--- config.mk ---
export PLATFORM = sky130hd
export DESIGN_NAME = rstcause_reg
export DESIGN_NICKNAME = d
export VERILOG_FILES = /design/src/rtl/rstcause_pkg.sv /design/src/rtl/rstcause_decode.sv /design/src/rtl/rstcause_flags.sv /design/src/rtl/rstcause_rdmux.sv /design/src/rtl/rstcause_reg.sv
export SDC_FILE = /design/constraint.sdc
export NUM_CORES = 1
export LEC_CHECK = 0
export ABC_AREA = 1
export CORE_AREA = 2 2 39 41
export CTS_CLUSTER_SIZE = 8
export DETAILED_ROUTE_END_ITERATION = 16
export DIE_AREA = 0 0 41 43
export DONT_BUFFER_PORTS = 1
export GPL_ROUTABILITY_DRIVEN = 0
export GPL_TIMING_DRIVEN = 0
export REMOVE_ABC_BUFFERS = 1
export SLEW_MARGIN = 10
export SYNTH_ARGS = -nofsm -noshare
export SYNTH_HDL_FRONTEND = slang
export SYNTH_SLANG_ARGS = --single-unit
--- constraint.sdc ---
create_clock -name clk -period 1.6 [get_ports clk]
set_input_delay 0.32 -clock clk [delete_from_list [all_inputs] [get_ports clk]]
set_output_delay 0.32 -clock clk [all_outputs]
set_load 0.02 [all_outputs]
--- src/rtl/rstcause_pkg.sv ---
`timescale 1ns/1ps
package rstcause_pkg;
    localparam int NUM_SRC = 3;
    localparam int DATA_W  = 8;

    // Index of each source in the flag vector
    typedef enum int {
        SRC_WDOG   = 0,
        SRC_CLKMON = 1,
        SRC_LOWV   = 2
    } src_e;

    // Bit position of each flag in the read byte, indexed by src_e
    localparam int SRC_BIT [NUM_SRC] = '{4, 1, 0};

    typedef struct packed {
        logic lowv;
        logic clkmon;
        logic wdog;
    } cause_t;

    // Place the flag vector at its byte positions; all other bits are 0
    function automatic logic [DATA_W-1:0] pack_byte(input logic [NUM_SRC-1:0] f);
        logic [DATA_W-1:0] b;
        b = '0;
        for (int i = 0; i < NUM_SRC; i++) begin
            b[SRC_BIT[i]] = f[i];
        end
        return b;
    endfunction
endpackage

--- src/rtl/rstcause_decode.sv ---
`timescale 1ns/1ps
module rstcause_decode #(
    parameter int              ADDR_W   = 16,
    parameter logic [ADDR_W-1:0] REG_ADDR = 16'hFFAC
) (
    input  logic              rd_en,
    input  logic [ADDR_W-1:0] rd_addr,
    output logic              hit
);
    always_comb begin
        hit = rd_en && (rd_addr == REG_ADDR);
    end
endmodule

--- src/rtl/rstcause_flags.sv ---
`timescale 1ns/1ps
module rstcause_flags #(
    parameter int NUM_SRC = 3
) (
    input  logic               clk,
    input  logic               dom_rst,
    input  logic [NUM_SRC-1:0] set_req,
    input  logic               rd_clr,
    output logic [NUM_SRC-1:0] flag_q
);
    // One cell per flag. Priority: domain reset, then set, then read-clear.
    for (genvar g = 0; g < NUM_SRC; g++) begin : g_flag
        always_ff @(posedge clk) begin
            if (dom_rst) begin
                flag_q[g] <= 1'b0;
            end else if (set_req[g]) begin
                flag_q[g] <= 1'b1;
            end else if (rd_clr) begin
                flag_q[g] <= 1'b0;
            end
        end
    end
endmodule

--- src/rtl/rstcause_rdmux.sv ---
`timescale 1ns/1ps
module rstcause_rdmux
    import rstcause_pkg::*;
#(
    parameter int N_SRC  = NUM_SRC,
    parameter int BYTE_W = DATA_W
) (
    input  logic              hit,
    input  logic [N_SRC-1:0]  flag_q,
    output logic [BYTE_W-1:0] rd_data
);
    always_comb begin
        rd_data = hit ? pack_byte(flag_q) : '0;
    end
endmodule

--- src/rtl/rstcause_reg.sv ---
`timescale 1ns/1ps
module rstcause_reg
    import rstcause_pkg::*;
#(
    parameter int                ADDR_W   = 16,
    parameter logic [ADDR_W-1:0] REG_ADDR = 16'hFFAC
) (
    input  logic              clk,
    input  logic              ext_rst,
    input  logic              por_rst,
    input  logic              wdog_evt,
    input  logic              clkmon_evt,
    input  logic              lowv_evt,
    input  logic              rd_en,
    input  logic [ADDR_W-1:0] rd_addr,
    output logic [DATA_W-1:0] rd_data
);
    // Own reset domain: only the external pin and power-on-clear
    logic               dom_rst;
    logic               hit;
    cause_t             req;
    logic [NUM_SRC-1:0] set_vec;
    logic [NUM_SRC-1:0] flag_q;

    always_comb begin
        dom_rst    = ext_rst | por_rst;
        req.wdog   = wdog_evt;
        req.clkmon = clkmon_evt;
        req.lowv   = lowv_evt;
        set_vec    = req;
    end

    rstcause_decode #(.ADDR_W(ADDR_W), .REG_ADDR(REG_ADDR)) u_dec (
        .rd_en   (rd_en),
        .rd_addr (rd_addr),
        .hit     (hit)
    );

    rstcause_flags #(.NUM_SRC(NUM_SRC)) u_flags (
        .clk     (clk),
        .dom_rst (dom_rst),
        .set_req (set_vec),
        .rd_clr  (hit),
        .flag_q  (flag_q)
    );

    rstcause_rdmux #(.N_SRC(NUM_SRC), .BYTE_W(DATA_W)) u_mux (
        .hit     (hit),
        .flag_q  (flag_q),
        .rd_data (rd_data)
    );
endmodule

==> results summary <==
Among all flip-flop cells after synthesis, the most frequent one is sky130_fd_sc_hd__dfxtp_1. Synthesis produced 46 cells. From synthesis to final layout, the design area changed by 8.636%. The wire length of the first global-routing pass is 772 um. The data required time of the worst path is 1.28 ns. The count of buffers from port buffering is 0. The net count of the finished layout is 73. The most common cell in the synthesized netlist is sky130_fd_sc_hd__inv_1. The TritonCTS clock tree is done. The H-tree depth reported by CTS came out at 1. The number of iterations in the first detailed-routing pass came out at 1. The post-synthesis share of cell area spent on xor and xnor gates is 0%. The number of global-route vias before repair is between 200 and 250. The post-synth design cell area is 275.3 um^2. The total of warnings raised by yosys came out at 0. The initial detailed-routing violation count came out at 0. A synthesized cell averages 5.984 um^2.

Setup violations remaining at the end of the flow were counted as 0. Buffers inserted during clock tree synthesis total 3. Setup repair after global routing left no endpoint under its margin. The number of vias per cell after detailed routing is 3.662. The flip-flop and latch count after synthesis came out at 3. By area the synthesized netlist is led by sky130_fd_sc_hd__dfxtp_1, sky130_fd_sc_hd__inv_1, sky130_fd_sc_hd__nand2_1, sky130_fd_sc_hd__buf_4, sky130_fd_sc_hd__nor2_2. The register with the most flip-flops in the layout has 3 of them.

In the final layout, the registers with the most flip-flops are u_flags.flag_q x3. The top achievable clock speed came out at 0.7466 GHz. The max-slew violation count is 0. The maximum vdd drop is 0.0002016 V.

For the final database, setup skew stands at 0 ns. The number of distinct library cells after synthesis came out at 11. The number of enable flip-flop cells after synthesis is 0.

The class of the most critical hold timing path is in -> reg. Fill cells in the final layout number approximately 170. Detailed placement ended at an HPWL of 428.6 um.

The total leakage power is 0.1652 nW. The global-route congestion overflow total is 0. The share of the synthesized area in the top cell type came out at 21.82%. The adder-cell share of the synthesized area is 0%. The power per unit of standard cell area came out at 805.9 nW/um^2. The number of remaining DRC errors is 0. In this run the remaining antenna-violating nets after routing total 0. The initial antenna violation count was 0.

The layout cell share with drive strength beyond 1 came out at a little under a fifth. The count of cells resized by post-cts repair came out at 0. Of the synthesized area, sequential elements account for 21.82%. The worst setup path is captured at a primary output.

By startpoint and endpoint, the worst setup path is classified as in -> out. The clock transition at the registers of the reported paths is 0.04 ns. The overall via count from detail_route is 238. The number of buffers added for setup after CTS is 0. The worst endpoint data arrival time came out at between 1 and 1.5 ns. Global routing used roughly 7% of the available tracks.

The number of diodes added for antenna fixing is 0. The number of top-level pins is 31. The cts-stage hold buffer count is 0. The maximum root-to-sink buffer count came out at 2. The synthesized-area fraction occupied by ao, oa, aoi and oai cells is 5.455%.

Adding up every negative setup slack in the final design gives 0 ns. Clock latency on the worst-skew pair, taken at its later pin, is 0.23 ns. The overall routed net length came out at 460 um.

The per-cell routed wire length came out at 7.077 um. Multiplexer cells account for 0% of the synthesized area. The die extent in y came out at between 40 and 50 um.

The die extent in x came out at between 40 and 50 um. Dividing the final minimum period by the clock period gives 83.72%. Row generation in the floorplan step produced 14 rows. The area share of and/or/nand/nor cells after synthesis is between 30% and 40%. The final critical-path required period came out at 1.339 ns. The die covers 1763 um^2.

The maximum fanout along the worst path is 6. The commonest cells after synthesis are sky130_fd_sc_hd__inv_1, sky130_fd_sc_hd__nand2_1, sky130_fd_sc_hd__buf_4. In this run the standard cell core region covers 1384 um^2. The starting utilization of the core area came out at 19.89%.

The number of maximum-capacitance violations is 0. u_flags.flag_q holds more flip-flops than any other register. The number of endpoints with negative hold slack in the final report came to 0. The flow ran to the end, and the final reports show no timing, DRC or antenna violations. By area, the combinational part of the netlist is dominated by simple AND/OR/NAND/NOR gates.

The share of synthesized registers carrying an async set or reset is 0%. The cell type with the largest total area after synthesis is sky130_fd_sc_hd__dfxtp_1. The type of origin of the critical path is an input port. The cell chosen for the clock root is sky130_fd_sc_hd__clkbuf_4. The total number of clock tree sinks is 3.

Summing internal, switching and leakage power gives 241.0 uW. The largest net degree at the start of global routing is 7.
## cell usage in the layout (no fill, tap or decap)
| cell type | synthesis | routed |
|---|---|---|
| sky130_fd_sc_hd__dfxtp_1 | 3 | 3 |
| sky130_fd_sc_hd__nand2_1 | 12 | 12 |
| sky130_fd_sc_hd__nor3b_4 | 1 | 1 |
| sky130_fd_sc_hd__conb_1 | 1 | 5 |
| sky130_fd_sc_hd__inv_1 | 13 | 13 |
| sky130_fd_sc_hd__nor2_2 | 3 | 3 |
| sky130_fd_sc_hd__nor2_1 | 3 | 3 |
| sky130_fd_sc_hd__a21oi_1 | 3 | 3 |
| sky130_fd_sc_hd__clkbuf_1 | 0 | 1 |
| sky130_fd_sc_hd__nand3_2 | 1 | 1 |
| sky130_fd_sc_hd__or2_2 | 1 | 1 |
| sky130_fd_sc_hd__clkbuf_4 | 0 | 3 |
## report_power, final
part,internal [mW],leakage [nW],switching (mW)
registers,0.0789,0.0247,0.00153
logic,0.0102,0.126,0.0203
clock network,0.0933,0.0150,0.0368
total,0.182,0.165,0.0586
## critical path: stages
cell	delay (ns)
sky130_fd_sc_hd__inv_1	0.03
sky130_fd_sc_hd__nor2_2	0.06
sky130_fd_sc_hd__nand2_1	0.06
sky130_fd_sc_hd__nor2_2	0.09
sky130_fd_sc_hd__nand3_2	0.12
sky130_fd_sc_hd__nor2_1	0.34
## per-stage QoR
| stage | utilization, % | setup slack (ns) | area [um^2] | hold WS (ns) | instances |
|---|---|---|---|---|---|
| floorplan | - | 0.3227 | 252.7 | 0.4374 | 45 |
| global placement | 19.71 | 0.2302 | 272.8 | 0.4466 | 61 |
| detailed placement | 19.71 | 0.2277 | 272.8 | 0.4528 | 61 |
| CTS | 21.61 | 0.2312 | 299.0 | 0.2154 | 65 |
| global route | 21.61 | 0.09971 | 299.0 | 0.2276 | 65 |
| finish | 21.61 | 0.2605 | 299.0 | 0.2178 | 65 |
## metal layers
metal / global-route usage (%) / share of wire, % / up-vias
met5: 0 / 0 / -
met2: 10.31 / 54 / 15
met3: 4.712 / 15 / 0
met1: 5.449 / 31 / 99
li1: - / - / 124
met4: 8.000 / 0 / 0
## logic make-up after synthesis
group,Yosys count
AO/OA/AOI/OAI,3
buffers and inverters,18
flip-flops,3
other,1
AND/OR/NAND/NOR,21
## path summary, 6_finish.rpt
path,startpoint,endpoint,slack [ns],cells past startpoint
max,rd_addr[3],rd_data[0],0.26,6
min,clkmon_evt,u_flags.flag_q[1],0.22,2
max reg2reg,u_flags.flag_q[0],u_flags.flag_q[0],1.04,2
min reg2reg,u_flags.flag_q[1],u_flags.flag_q[1],0.45,2
## area by class of cell
type / instances / area, um^2 / area share [%]
flip-flops and latches: 3 / 60.06 / 20.08
well taps: 16 / 20.02 / 6.695
multi-input cells: 29 / 143.9 / 48.12
inverters: 13 / 48.80 / 16.32
clock buffers: 4 / 26.28 / 8.787
(Power assumes the default switching activity.)
